--- config.mk ---
export PLATFORM = sky130hd
export DESIGN_NAME = rgb_chain_tx
export DESIGN_NICKNAME = d
export VERILOG_FILES = /design/src/rtl/rgb_chain_pkg.sv /design/src/rtl/rgb_chain_shifter.sv /design/src/rtl/rgb_chain_seq.sv /design/src/rtl/rgb_chain_tx.sv
export SDC_FILE = /design/constraint.sdc
export NUM_CORES = 1
export LEC_CHECK = 0
export ABC_AREA = 1
export BUFFER_PORTS_ARGS = -buffer_cell sky130_fd_sc_hd__buf_2
export CORE_ASPECT_RATIO = 0.5
export CORE_UTILIZATION = 40
export DETAILED_ROUTE_END_ITERATION = 10
export GPL_TIMING_DRIVEN = 0
export HOLD_SLACK_MARGIN = 0.1
export SETUP_SLACK_MARGIN = 0.5
export SLEW_MARGIN = 10
export SYNTH_ARGS = -nofsm -noshare
export SYNTH_HDL_FRONTEND = slang
export SYNTH_SLANG_ARGS = --single-unit
export TNS_END_PERCENT = 100
--- constraint.sdc ---
create_clock -name clk -period 2.1 [get_ports clk]
set_input_delay 0.21 -clock clk [delete_from_list [all_inputs] [get_ports clk]]
set_output_delay 0.21 -clock clk [all_outputs]
set_load 0.01 [all_outputs]
--- src/rtl/rgb_chain_pkg.sv ---
package rgb_chain_pkg;
   localparam int BYTE_W = 8;

   typedef enum logic [2:0] {
      ST_IDLE,
      ST_OPEN,
      ST_FETCH,
      ST_WORD,
      ST_MARK,
      ST_TAIL,
      ST_FIN
   } seq_state_t;
endpackage

--- src/rtl/rgb_chain_shifter.sv ---
module rgb_chain_shifter
   import rgb_chain_pkg::*;
#(
   parameter int CLK_DIV = 4
) (
   input  logic              clk,
   input  logic              rst_n,
   input  logic              load,
   input  logic [BYTE_W-1:0] load_byte,
   output logic              active,
   output logic              sclk,
   output logic              sdata
);
   localparam int HALF  = CLK_DIV / 2;
   localparam int BIT_W = $clog2(BYTE_W);

   logic              active_q;
   logic              sclk_q;
   logic              sdata_q;
   logic [BIT_W-1:0]  bit_idx;
   logic [BYTE_W-1:0] shreg;
   logic              phase_end;

   // Variant selection: a one-cycle phase needs no counter
   if (HALF == 1) begin : g_fast
      assign phase_end = active_q;
   end else begin : g_counted
      localparam int PW = $clog2(HALF);
      logic [PW-1:0] ph_cnt;
      always_ff @(posedge clk) begin
         if (!rst_n || !active_q) begin
            ph_cnt <= '0;
         end else if (ph_cnt == PW'(HALF - 1)) begin
            ph_cnt <= '0;
         end else begin
            ph_cnt <= ph_cnt + 1'b1;
         end
      end
      assign phase_end = active_q && (ph_cnt == PW'(HALF - 1));
   end

   always_ff @(posedge clk) begin
      if (!rst_n) begin
         active_q <= 1'b0;
         sclk_q   <= 1'b0;
         sdata_q  <= 1'b0;
         bit_idx  <= '0;
         shreg    <= '0;
      end else if (!active_q) begin
         if (load) begin
            active_q <= 1'b1;
            shreg    <= load_byte;
            sdata_q  <= load_byte[BYTE_W-1];
            sclk_q   <= 1'b0;
            bit_idx  <= '0;
         end
      end else if (phase_end) begin
         if (!sclk_q) begin
            sclk_q <= 1'b1;
         end else begin
            sclk_q <= 1'b0;
            if (bit_idx == BIT_W'(BYTE_W - 1)) begin
               active_q <= 1'b0;
               sdata_q  <= 1'b0;
            end else begin
               bit_idx <= bit_idx + 1'b1;
               shreg   <= {shreg[BYTE_W-2:0], 1'b0};
               sdata_q <= shreg[BYTE_W-2];
            end
         end
      end
   end

   assign active = active_q;
   assign sclk   = sclk_q;
   assign sdata  = sdata_q;
endmodule

--- src/rtl/rgb_chain_seq.sv ---
module rgb_chain_seq
   import rgb_chain_pkg::*;
#(
   parameter int COUNT_W = 10
) (
   input  logic               clk,
   input  logic               rst_n,
   input  logic               start,
   input  logic [COUNT_W-1:0] led_count,
   input  logic               px_valid,
   input  logic [BYTE_W-1:0]  px_red,
   input  logic [BYTE_W-1:0]  px_green,
   input  logic [BYTE_W-1:0]  px_blue,
   output logic               px_ready,
   input  logic               sh_active,
   output logic               sh_load,
   output logic [BYTE_W-1:0]  sh_byte,
   output logic               busy,
   output logic               done
);
   localparam int WORD_BYTES = 4;
   localparam int IDX_W      = $clog2(WORD_BYTES);
   localparam int TAIL_BASE  = 5;
   localparam int GROUP_SH   = 4;

   seq_state_t        state;
   logic [IDX_W-1:0]  byte_idx;
   logic [COUNT_W-1:0] leds_left;
   logic [COUNT_W-1:0] tail_left;
   logic [BYTE_W-1:0] red_q, green_q, blue_q;
   logic              done_q;
   logic              last_of_word;

   assign last_of_word = (byte_idx == IDX_W'(WORD_BYTES - 1));

   always_comb begin
      sh_load = 1'b0;
      sh_byte = '0;
      unique case (state)
         ST_OPEN: sh_load = !sh_active;
         ST_WORD: begin
            sh_load = !sh_active;
            unique case (byte_idx)
               2'd0:    sh_byte = '1;
               2'd1:    sh_byte = blue_q;
               2'd2:    sh_byte = green_q;
               default: sh_byte = red_q;
            endcase
         end
         ST_MARK: begin
            sh_load = !sh_active;
            sh_byte = '1;
         end
         ST_TAIL: sh_load = !sh_active;
         default: ;
      endcase
   end

   always_ff @(posedge clk) begin
      if (!rst_n) begin
         state     <= ST_IDLE;
         byte_idx  <= '0;
         leds_left <= '0;
         tail_left <= '0;
         red_q     <= '0;
         green_q   <= '0;
         blue_q    <= '0;
         done_q    <= 1'b0;
      end else begin
         done_q <= 1'b0;
         unique case (state)
            ST_IDLE: if (start) begin
               state     <= ST_OPEN;
               byte_idx  <= '0;
               leds_left <= led_count;
               tail_left <= COUNT_W'(TAIL_BASE) + (led_count >> GROUP_SH);
            end
            ST_OPEN: if (sh_load) begin
               byte_idx <= byte_idx + 1'b1;
               if (last_of_word) state <= (leds_left == '0) ? ST_MARK : ST_FETCH;
            end
            ST_FETCH: if (px_valid) begin
               red_q     <= px_red;
               green_q   <= px_green;
               blue_q    <= px_blue;
               leds_left <= leds_left - 1'b1;
               byte_idx  <= '0;
               state     <= ST_WORD;
            end
            ST_WORD: if (sh_load) begin
               byte_idx <= byte_idx + 1'b1;
               if (last_of_word) state <= (leds_left == '0) ? ST_MARK : ST_FETCH;
            end
            ST_MARK: if (sh_load) state <= ST_TAIL;
            ST_TAIL: if (sh_load) begin
               tail_left <= tail_left - 1'b1;
               if (tail_left == COUNT_W'(1)) state <= ST_FIN;
            end
            ST_FIN: if (!sh_active) begin
               done_q <= 1'b1;
               state  <= ST_IDLE;
            end
            default: state <= ST_IDLE;
         endcase
      end
   end

   assign px_ready = (state == ST_FETCH);
   assign busy     = (state != ST_IDLE);
   assign done     = done_q;
endmodule

--- src/rtl/rgb_chain_tx.sv ---
module rgb_chain_tx
   import rgb_chain_pkg::*;
#(
   parameter int CLK_DIV = 4,
   parameter int COUNT_W = 10
) (
   input  logic               clk,
   input  logic               rst_n,
   input  logic               start,
   input  logic [COUNT_W-1:0] led_count,
   input  logic               px_valid,
   input  logic [7:0]         px_red,
   input  logic [7:0]         px_green,
   input  logic [7:0]         px_blue,
   output logic               px_ready,
   output logic               sclk,
   output logic               sdata,
   output logic               busy,
   output logic               done
);
   if (CLK_DIV < 2 || (CLK_DIV % 2) != 0) begin : g_bad_div
      $error("rgb_chain_tx: CLK_DIV must be even and >= 2");
   end
   if (COUNT_W < 5) begin : g_bad_cnt
      $error("rgb_chain_tx: COUNT_W must be >= 5");
   end

   logic              sh_active;
   logic              sh_load;
   logic [BYTE_W-1:0] sh_byte;

   rgb_chain_seq #(.COUNT_W(COUNT_W)) u_seq (
      .clk       (clk),
      .rst_n     (rst_n),
      .start     (start),
      .led_count (led_count),
      .px_valid  (px_valid),
      .px_red    (px_red),
      .px_green  (px_green),
      .px_blue   (px_blue),
      .px_ready  (px_ready),
      .sh_active (sh_active),
      .sh_load   (sh_load),
      .sh_byte   (sh_byte),
      .busy      (busy),
      .done      (done)
   );

   rgb_chain_shifter #(.CLK_DIV(CLK_DIV)) u_shift (
      .clk       (clk),
      .rst_n     (rst_n),
      .load      (sh_load),
      .load_byte (sh_byte),
      .active    (sh_active),
      .sclk      (sclk),
      .sdata     (sdata)
   );
endmodule

==> out/metrics.csv, run 1 <==
stage,metric,value,unit
run_status,status,"finished, final reports clean",
synthesis,Seq cells post-synth,64,
sta,Tmin final,1540,ps
global_routing,first-pass GRT wire length,14.8,mm
critical_path,crit end category,output port,
routing,DRT antenna net count,0,
clock_tree,Longest Clk Path Bufs,2,
clock_tree,later-pin clock latency in the skew report,330,ps
cells_and_area,diode count,0,
sta,unrepaired setup endpoints after global routing,false,
global_routing,vias in the first global route,3047,
critical_path,Worst setup SP type,flop,
clock_tree,Sink Count,64,
clock_tree,clock root buffer,clkbuf_16,
critical_path,CP Data Arrival Time,1330,ps
placed_design,post-detailed-placement half-perimeter wirelength,6.50,mm
synthesis,post-synth design cell area,3520,um2
synthesis,Syn. warnings,0,
cells_and_area,Area Growth Syn to Fin,23.4,%
clock_tree,H-Tree Depth,3,
global_routing,Overflow after GRT,0,
synthesis,Cells after Synth,525,
worst_hold_path,Worst Hold Class,in2reg,
sta,final setup TNS,0,ps
routing,Routed WL,8.98,mm
sta,fin crit share,0.732,
critical_path,Critical Path RT,1890,ps
sta,"Slew Viols, Final",0,
global_routing,initial antenna violation count,0,
routing,Avg Vias per Cell,4.90,
critical_path,crit-path max FO,10,
synthesis,post-synthesis area per instance,6.70,um2
critical_path,critical path class,reg2out,
global_routing,largest net degree at the start of global routing,12,
routing,via count,3445,
flow_run,Max Cap Violations,0,
synthesis,syn_nets,575,
die,Die Y,68.3,um
die,Core ar.,8260,um2
synthesis,Synth cell types,35,
sta,Clock Skews,5.02,ps
sta,Rel. slew slack,0.532,
placed_design,RD Place Congestion,0.878,
die,I/O pin count,43,
sta,Least-Margin Pin Slew,703,ps
sta,Final setup violation count,0,
power_and_ir_drop,Max VDD drop,540,uV
die,die area,9200,um2
sta,final hold viol count,0,
sta,tightest hold margin,114,ps
die,num rows,23,
power_and_ir_drop,P_leak,1.92,nW
placed_design,number of port buffers,42,
routing,DRC Markers,0,
cells_and_area,fin nets,636,
clock_tree,clk slew on worst S/H paths,50,ps
cells_and_area,"leading cell type in the layout, fill and taps excluded",nand2_1,
sta,Max Freq,0.650,GHz
routing,Detailed Route Iter0 Violations,214,
clock_tree,CTS buffer count,9,
power_and_ir_drop,Pwr Density,1350,nW/um2
routing,DRT Pass-1 Iters,4,
die,Die Span X,135,um
routing,post-DR wirelength/cell,12.8,um
cells_and_area,layout cell share with drive strength beyond 1,0.188,
power_and_ir_drop,total power,5.87,mW
global_routing,GRT Util Overall,0.208,
synthesis,"Seq/Total Area, Yosys",0.364,
cells_and_area,most frequent cells in the layout,"138 x nand2_1, 61 x dfxtp_1, 54 x a21oi_1, 54 x nor2_1, 46 x buf_2",
clock_tree,TritonCTS clock tree,done,
die,starting density of the core,0.426,
state kept, by name, indices dropped and copies added, names as in the netlist:
signal and cells:
u_seq.tail_left 10, u_seq.red_q 8, u_seq.leds_left 10, u_seq.green_q 8
u_shift.bit_idx 3, u_seq.blue_q 8, u_seq.state 3, u_seq.done 1
u_shift.g_counted.ph_cnt 1, u_shift.sclk 1, u_shift.active 1, u_shift.sdata 1
u_seq.byte_idx 2, u_shift.shreg 7
synthesized netlist by cell type:
master	n	area, um2
nand2_1	139	522
dfxtp_1	64	1280
nor2_1	56	210
a21oi_1	54	270
inv_1	46	173
nand3_1	40	200
o21ai_0	39	195
clkbuf_1	12	45.0
ha_1	12	150
inv_2	7	26.3
nand4_1	6	37.5
buf_6	5	56.3
nand2_2	5	31.3
nor3_1	4	20.0
xor2_1	4	35.0
a31oi_1	3	18.8
buf_2	3	15.0
nand3_2	3	30.0
xnor2_1	3	26.3
a211oi_1	2	15.0
buf_4	2	15.0
nor2_2	2	12.5
o211ai_1	2	15.0
nand2_4	1	11.3
nand3b_1	1	7.51
nor2_8	1	20.0
nor3_4	1	16.3
nor4_1	1	6.26
o21a_1	1	7.51
o21ai_1	1	5.00
o21ai_4	1	16.3
o21bai_1	1	7.51
o22ai_1	1	6.26
o31ai_1	1	7.51
or2_2	1	6.26
routing by layer:
metal | wire length [um] | GRT usage | share of wire
met5 | 0 | 0 | 0
met4 | 72 | 0.0674 | 0.0080
met3 | 321 | 0.0511 | 0.036
met2 | 3910 | 0.327 | 0.44
met1 | 4670 | 0.282 | 0.52
report_power, final:
group	leakage [nW]	internal (mW)	switching, mW
combinational	1.24	0.946	1.60
sequential	0.524	1.50	0.206
clock	0.158	1.06	0.542
total	1.92	3.51	2.35
cell families (layout without fill, tap and decap cells):
| logic type | count (synthesis) | after routing | synth area share |
|---|---|---|---|
| adder cells (fa/ha/maj) | 12 | 12 | 0.0427 |
| buffers and inverters | 75 | 141 | 0.0939 |
| AND/OR/NAND/NOR | 261 | 261 | 0.321 |
| AO/OA/AOI/OAI | 106 | 106 | 0.160 |
| XOR/XNOR | 7 | 7 | 0.0174 |
| flip-flops | 64 | 64 | 0.364 |
stage by stage:
| stage | cells | utilization | instance area, um2 | setup WS (ps) |
|---|---|---|---|---|
| 2_1_floorplan | 525 | - | 3520 | 613 |
| 3_3_place_gp | 679 | 0.468 | 3870 | 193 |
| 3_5_place_dp | 679 | 0.468 | 3870 | 208 |
| 4_1_cts | 697 | 0.512 | 4230 | 482 |
| 5_1_grt | 703 | 0.526 | 4340 | 494 |
| 6_report | 703 | 0.526 | 4340 | 563 |
final timing paths:
path	from	end	slack (ps)	depth (start not counted)
worst max register to register	u_seq.state[2]	u_seq.leds_left[4]	590	8
worst min register to register	u_shift.sdata	u_shift.sdata	450	2
worst max-delay path	u_seq.state[2]	px_ready	560	6
worst min-delay path	px_green[7]	u_seq.green_q[7]	110	3
critical path, stage by stage (launching register included):
cell	delay (ps)
dfxtp_1	300
buf_6	130
nor2_8	120
nand2_4	80
inv_4	100
buf_8	130
buf_2	130
cell type report:
| type | count | area, um2 |
|---|---|---|
| clock buffers | 10 | 239 |
| flip-flops and latches | 64 | 1290 |
| fillers | 833 | 3920 |
| multi-input cells | 386 | 1940 |
| well taps | 112 | 140 |
| clock inverters | 6 | 82.6 |
| inverters | 53 | 204 |
| repair buffers | 50 | 295 |
| plain buffers | 22 | 150 |
repair_timing:
action                                  4_1_cts  5_1_grt
gates cloned                                  0        0
buffers inserted                              1        6
endpoints found under the setup margin        9       28
pin swaps                                     2        4
hold endpoints to repair                      1        0
hold buffers                                  1        0
resized for setup                             7       23
Note: power is estimated with default switching activity, not from simulation.
==> inputs of run 2 (changes only) <==
Settings changed: ABC_AREA 1 to 0.
Clock period 2.1 ns to 1.55 ns, I/O delays scaled along.
==> run 2 against run 1 <==
Against the previous run: the run now ends with negative setup slack left; sequential power grew 26%; synthesized cell count shrank 17%; clock power grew 47%; wire length grew 24%; worst setup slack lost 1000 ps; largest cell class unchanged; largest power group unchanged.
==> out/metrics.csv, run 2 <==
stage,metric,value,unit,change
critical_path,CP Data Arrival Time,2240,ps,+910 ps
routing,met3 routed wirelength,457,um,+42%
sta,Clock Skews,6.69,ps,+1.67 ps
clock_tree,CTS buffer count,9,,unchanged
power_and_ir_drop,P_leak,2.19,nW,+14%
cells_and_area,most frequent cells in the layout,"55 x nand2_1, 55 x dfxtp_1, 40 x buf_2, 29 x a21boi_1, 28 x buf_6",,
critical_path,crit end category,flop,,
synthesis,Syn. warnings,0,,unchanged
routing,Routed WL,11.1,mm,+24%
routing,DRT antenna net count,0,,unchanged
synthesis,Compound-Gate Fraction of Synth Area,0.291,,+0.131
die,Core ar.,8230,um2,-0.35%
flow_run,Max Cap Violations,0,,unchanged
die,I/O pin count,43,,unchanged
cells_and_area,final core utilization,0.687,,+0.161
critical_path,Worst setup SP type,flop,,
cells_and_area,filler instances,641,,-23%
placed_design,number of port buffers,42,,unchanged
clock_tree,H-Tree Depth,3,,unchanged
clock_tree,clk slew on worst S/H paths,60,ps,about the same
clock_tree,TritonCTS clock tree,done,,
cells_and_area,fin nets,608,,-4.4%
synthesis,Yosys top cell by area,dfxtp_1,,
global_routing,largest net degree at the start of global routing,12,,unchanged
worst_hold_path,Worst Hold Class,in2reg,,
clock_tree,Longest Clk Path Bufs,2,,unchanged
synthesis,Seq cells post-synth,64,,unchanged
routing,Avg Vias per Cell,5.53,,+13%
synthesis,"Seq/Total Area, Yosys",0.367,,+0.00327
routing,DRC Markers,0,,unchanged
routing,via count,3733,,+8.4%
critical_path,cells along the critical path,ha_4 -> or4bb_1 -> or4_4 -> a211o_1 -> a32o_1,,
placed_design,RD Place Congestion,0.792,,-9.9%
routing,highest metal used,met4,,
run_status,status,"finished, violations left",,
cells_and_area,largest registers,"u_seq.leds_left (10), u_seq.tail_left (10)",,
synthesis,Synth cell types,58,,+66%
synthesis,Cells after Synth,435,,-17%
synthesis,top_reg_cell synth,dfxtp_1,,
synthesis,Synth top area share,0.367,,+0.00327
routing,DRT Pass-1 Iters,5,,+1
sta,unrepaired setup endpoints after global routing,true,,
sta,Tmin final,2020,ps,
clock_tree,clock root buffer,clkbuf_16,,
routing,metal2 WL,5.19,mm,+33%
run_status,failing checks,negative setup slack,,
synthesis,post-synth design cell area,3490,um2,-0.89%
global_routing,vias in the first global route,3432,,+13%
synthesis,number of synthesized flops with an enable pin,0,,unchanged
routing,Metal-1 WL,5.31,mm,+14%
clock_tree,Sink Count,64,,unchanged
synthesis,post-synthesis area per instance,8.02,um2,+20%
die,Die Y,68.0,um,-0.43%
power_and_ir_drop,Pwr Density,1440,nW/um2,+6.5%
die,starting density of the core,0.424,,-0.00231
synthesis,top post-synthesis cells by area,"dfxtp_1 37%, a21boi_0 8.6%, nand2_1 8.3%",,
sta,fin crit share,1.30,,
die,Die Span X,134,um,-0.44%
global_routing,initial antenna violation count,0,,unchanged
synthesis,most frequent cells after synthesis,"77 x nand2_1, 64 x dfxtp_1, 40 x a21boi_0",,
global_routing,GRT Util Overall,0.246,,+0.0371
routing,post-DR wirelength/cell,16.5,um,+29%
critical_path,crit-path max FO,6,,-4
critical_path,critical path class,reg2reg,,
sta,final worst slack,-466,ps,-1030 ps
clock_tree,later-pin clock latency in the skew report,340,ps,about the same
power_and_ir_drop,total power,8.14,mW,+39%
synthesis,post-synthesis simple-gate area fraction,0.227,,-0.0940
cells_and_area,diode count,0,,unchanged
global_routing,Overflow after GRT,0,,unchanged
synthesis,asr flop ratio synth,0,,unchanged
die,num rows,23,,unchanged
power_and_ir_drop,Max VDD drop,746,uV,+38%
synthesis,syn_nets,485,,-16%
sta,Final setup violation count,62,,+62
synthesis,Adder-Cell Fraction of Synth Area,0.0431,,+0.000383
critical_path,Critical Path Max Stage Delay,500,ps,+200 ps
die,die area,9120,um2,-0.87%
sta,Max Freq,0.496,GHz,
cells_and_area,layout cell share with drive strength beyond 1,0.430,,+0.242
global_routing,first-pass GRT wire length,17.3,mm,+17%
sta,Least-Margin Pin Slew,615,ps,-87.2 ps
sta,"Slew Viols, Final",0,,unchanged
sta,Rel. slew slack,0.590,,+0.0581
synthesis,"count leader, synth",nand2_1,,
synthesis,largest family of logic cells by synthesized area,compound AO/OA/AOI/OAI gates,,
critical_path,Critical Path RT,1770,ps,-120 ps
synthesis,XOR/XNOR Fraction of Synth Area,0.00753,,-0.00989
placed_design,post-detailed-placement half-perimeter wirelength,6.59,mm,+1.3%
routing,Detailed Route Iter0 Violations,185,,-14%
sta,final hold viol count,0,,unchanged
critical_path,slowest cell on the critical path,or4_4,,
cells_and_area,Area Growth Syn to Fin,62.2,%,
synthesis,mux contribution to synthesized area,0.00897,,+0.00897
==> run 2: layout make-up <==
class,count,area (um2),share of cell area
Multi-Input combinational cell,322,2530,0.447
Clock buffer,11,233,0.0412
Sequential cell,64,1300,0.230
Buffer,30,330,0.0584
Inverter,19,81.3,0.0144
Clock inverter,5,105,0.0186
Tap cell,112,140,0.0248
Timing Repair Buffer,112,937,0.166
==> run 2: through the flow <==
step	std cells	setup slack (ps)	cell area [um2]	TNS [ps]	hold slack (ps)
detailed placement	589	-410	4010	-10610	403
finish	675	-466	5660	-17440	134
floorplan	435	-346	3660	-1510	290
global route	675	-508	5660	-20930	174
global placement	589	-427	4010	-10840	396
CTS	659	-411	5250	-9950	128
==> run 2: kinds of logic (layout without fill, tap and decap cells) <==
group	Yosys count	in the layout
xor+xnor	3	3
mux	3	3
compound gates	141	141
fa+ha+maj	12	12
buf+inv	49	177
simple gates	163	163
flops	64	64
==> run 2: path summary, 6_finish.rpt <==
path	start	depth (start not counted)	slack, ps	endpoint
min	led_count[1]	3	130	u_seq.leds_left[1]
max reg2reg	u_seq.byte_idx[1]	5	-470	u_seq.state[1]
max	u_seq.byte_idx[1]	5	-470	u_seq.state[1]
min reg2reg	u_seq.blue_q[6]	2	460	u_seq.blue_q[6]
==> run 2: worst max-delay path, delay by kind of cell (launching register included) <==
kind            cells  cell delay, ps
fa+ha+maj           1             130
simple gates        2             880
compound gates      2             500
flops               1             390
==> run 2: power breakdown <==
part | switching [mW] | internal [mW]
clock network | 0.783 | 1.57
logic | 1.76 | 1.87
registers | 0.263 | 1.89
==> run 2: what timing repair did <==
action / CTS / global route
gates cloned: 6 / 0
hold buffers: 24 / 0
buffers inserted: 24 / 16
gates resized for setup: 120 / 90
setup endpoints to repair: 65 / 66
pin swaps: 38 / 34
endpoints found under the hold margin: 24 / 0
==> run 2: metal layers <==
layer,vias up,GRT usage
li1,1820,-
met1,1811,0.332
met2,83,0.394
met3,19,0.0630
met4,0,0.0618
met5,-,0
==> inputs of run 3 (changes only) <==
Clock period 1.55 ns to 2.45 ns, I/O delays scaled along.
==> run 3 against run 2 <==
Against the previous run: the flow now finishes without violations; via count fell by 12%; maximum frequency rose by 0.90%; worst setup slack improved by 920 ps; critical path type unchanged; highest routed layer unchanged.
==> out/metrics.csv, run 3 (synthesis results as in run 2) <==
stage,metric,value,unit,change
run_status,status,"finished, final reports clean",,
power_and_ir_drop,Sw Share,0.345,,about the same
sta,Max Freq,0.500,GHz,+0.90%
global_routing,GRT Util Overall,0.215,,-0.0308
sta,Final setup violation count,0,,-100%
global_routing,largest net degree at the start of global routing,13,,+1
sta,unrepaired setup endpoints after global routing,true,,
critical_path,crit end category,flop,,
power_and_ir_drop,Pwr Density,938,nW/um2,-35%
cells_and_area,fin nets,543,,-11%
routing,DRT Pass-1 Iters,4,,-1
die,starting density of the core,0.424,,unchanged
sta,final hold viol count,0,,unchanged
routing,via count,3284,,-12%
cells_and_area,diode count,0,,unchanged
power_and_ir_drop,sequential power share,0.329,,+0.064
flow_run,Max Cap Violations,0,,unchanged
clock_tree,clk slew on worst S/H paths,60,ps,about the same
sta,Tmin final,2000,ps,-18.0 ps
critical_path,crit-path max FO,9,,+3
power_and_ir_drop,Internal,2.66,mW,-50%
critical_path,cells along the critical path,buf_6 -> or4bb_1 -> or4_1 -> a211o_1 -> a32o_1,,
die,die area,9120,um2,unchanged
routing,Routed WL,9.21,mm,-17%
sta,"Slew Viols, Final",0,,unchanged
cells_and_area,Area Growth Syn to Fin,24.0,%,
sta,Rel. slew slack,0.561,,-0.0288
critical_path,Critical Path RT,2680,ps,+910 ps
clock_tree,CTS buffer count,9,,unchanged
critical_path,Critical Path Max Stage Delay,500,ps,about the same
die,Die Y,68.0,um,unchanged
global_routing,first-pass GRT wire length,14.9,mm,-13%
routing,Detailed Route Iter0 Violations,170,,-8.1%
cells_and_area,layout cell share with drive strength beyond 1,0.211,,-0.219
routing,Avg Vias per Cell,5.38,,-2.7%
clock_tree,Sink Count,64,,unchanged
die,num rows,23,,unchanged
worst_hold_path,Worst Hold Class,in2reg,,
power_and_ir_drop,combinational power share,0.310,,-0.136
critical_path,slowest cell on the critical path,or4_1,,
clock_tree,later-pin clock latency in the skew report,340,ps,about the same
sta,Clock Skews,3.99,ps,-2.71 ps
global_routing,initial antenna violation count,0,,unchanged
die,Core ar.,8230,um2,unchanged
critical_path,Worst setup SP type,flop,,
global_routing,Overflow after GRT,0,,unchanged
cells_and_area,"leading cell type in the layout, fill and taps excluded",nand2_1,,
sta,final setup TNS,0,ps,+17440 ps
power_and_ir_drop,Max VDD drop,418,uV,-44%
routing,post-DR wirelength/cell,15.1,um,-8.4%
power_and_ir_drop,NetSw,1.40,mW,-50%
placed_design,RD Place Congestion,0.816,,+3.1%
clock_tree,hold buffers post-CTS,0,,-100%
cells_and_area,final core utilization,0.525,,-0.162
clock_tree,Longest Clk Path Bufs,2,,unchanged
cells_and_area,largest registers,"u_seq.leds_left (10), u_seq.tail_left (10)",,
cells_and_area,post-route insts no fill,610,,-9.6%
power_and_ir_drop,P_leak,1.59,nW,-27%
sta,Least-Margin Pin Slew,657,ps,+41.8 ps
sta,fin crit share,0.816,,-0.485
critical_path,CP Data Arrival Time,2230,ps,about the same
routing,DRC Markers,0,,unchanged
cells_and_area,most frequent cells in the layout,"77 x nand2_1, 60 x dfxtp_1, 42 x buf_2, 36 x a21boi_0, 29 x nor2_1",,
routing,DRT antenna net count,0,,unchanged
clock_tree,H-Tree Depth,3,,unchanged
global_routing,vias in the first global route,2981,,-13%
die,I/O pin count,43,,unchanged
placed_design,number of port buffers,42,,unchanged
die,Die Span X,134,um,unchanged
clock_tree,clock root buffer,clkbuf_16,,
critical_path,critical path class,reg2reg,,
power_and_ir_drop,total power,4.05,mW,-50%
placed_design,post-detailed-placement half-perimeter wirelength,6.47,mm,-1.8%
power_and_ir_drop,Clock power frac,0.360,,+0.071
placed_design,Cells after DPL,589,,unchanged
clock_tree,TritonCTS clock tree,done,,
-- run 3: repair_timing --
action | CTS | global route
setup buffers | 2 | 3
gates resized for setup | 11 | 33
gates cloned | 0 | 0
setup endpoints to repair | 35 | 49
-- run 3: worst paths after layout --
check	slack (ps)	end	from	cells past startpoint
worst max-delay path	450	u_seq.state[1]	u_seq.state[0]	5
worst min-delay path	140	u_seq.blue_q[2]	px_blue[2]	3
worst max register to register	450	u_seq.state[1]	u_seq.state[0]	5
worst min register to register	460	u_seq.blue_q[5]	u_seq.blue_q[5]	2
-- run 3: power groups by stage --
| stage | clock network, mW | registers (mW) | logic (mW) |
|---|---|---|---|
| 6_report | 1.46 | 1.34 | 1.26 |
| 5_1_grt | 1.53 | 1.36 | 1.40 |
| 4_1_cts | 1.48 | 1.32 | 1.20 |
| 3_5_place_dp | 0 | 1.34 | 1.15 |
| 3_3_place_gp | 0 | 1.34 | 1.15 |
| 2_1_floorplan | 0 | 1.31 | 0.861 |
-- run 3: layout make-up --
class	instances	area, um2
fillers	836	3910
multi-input cells	322	2070
flip-flops and latches	64	1290
clock buffers	10	250
repair buffers	47	248
plain buffers	30	166
well taps	112	140
clock inverters	6	90.1
inverters	19	71.3
-- run 3: critical path: cells and delay by family (launching register included) --
family	cells	cell delay (ps)
AOI/OAI and AO/OA	2	490
DFF	1	320
and+or+nand+nor	2	960
buffers and inverters	1	120
-- run 3: per-stage QoR --
step           hold slack [ps]  setup slack, ps  area, um2
2_1_floorplan              380              510       3510
3_3_place_gp               447              281       3860
3_5_place_dp               457              242       3860
4_1_cts                    143              421       4240
5_1_grt                    159              434       4320
6_report                   139              452       4320
-- run 3: routing by layer --
layer | global-route usage | wire (um) | vias to the layer above
li1 | - | - | 1682
met1 | 0.295 | 4750 | 1530
met3 | 0.0533 | 383 | 12
met5 | 0 | 0 | -
met2 | 0.328 | 3950 | 60
met4 | 0.0772 | 126 | 0
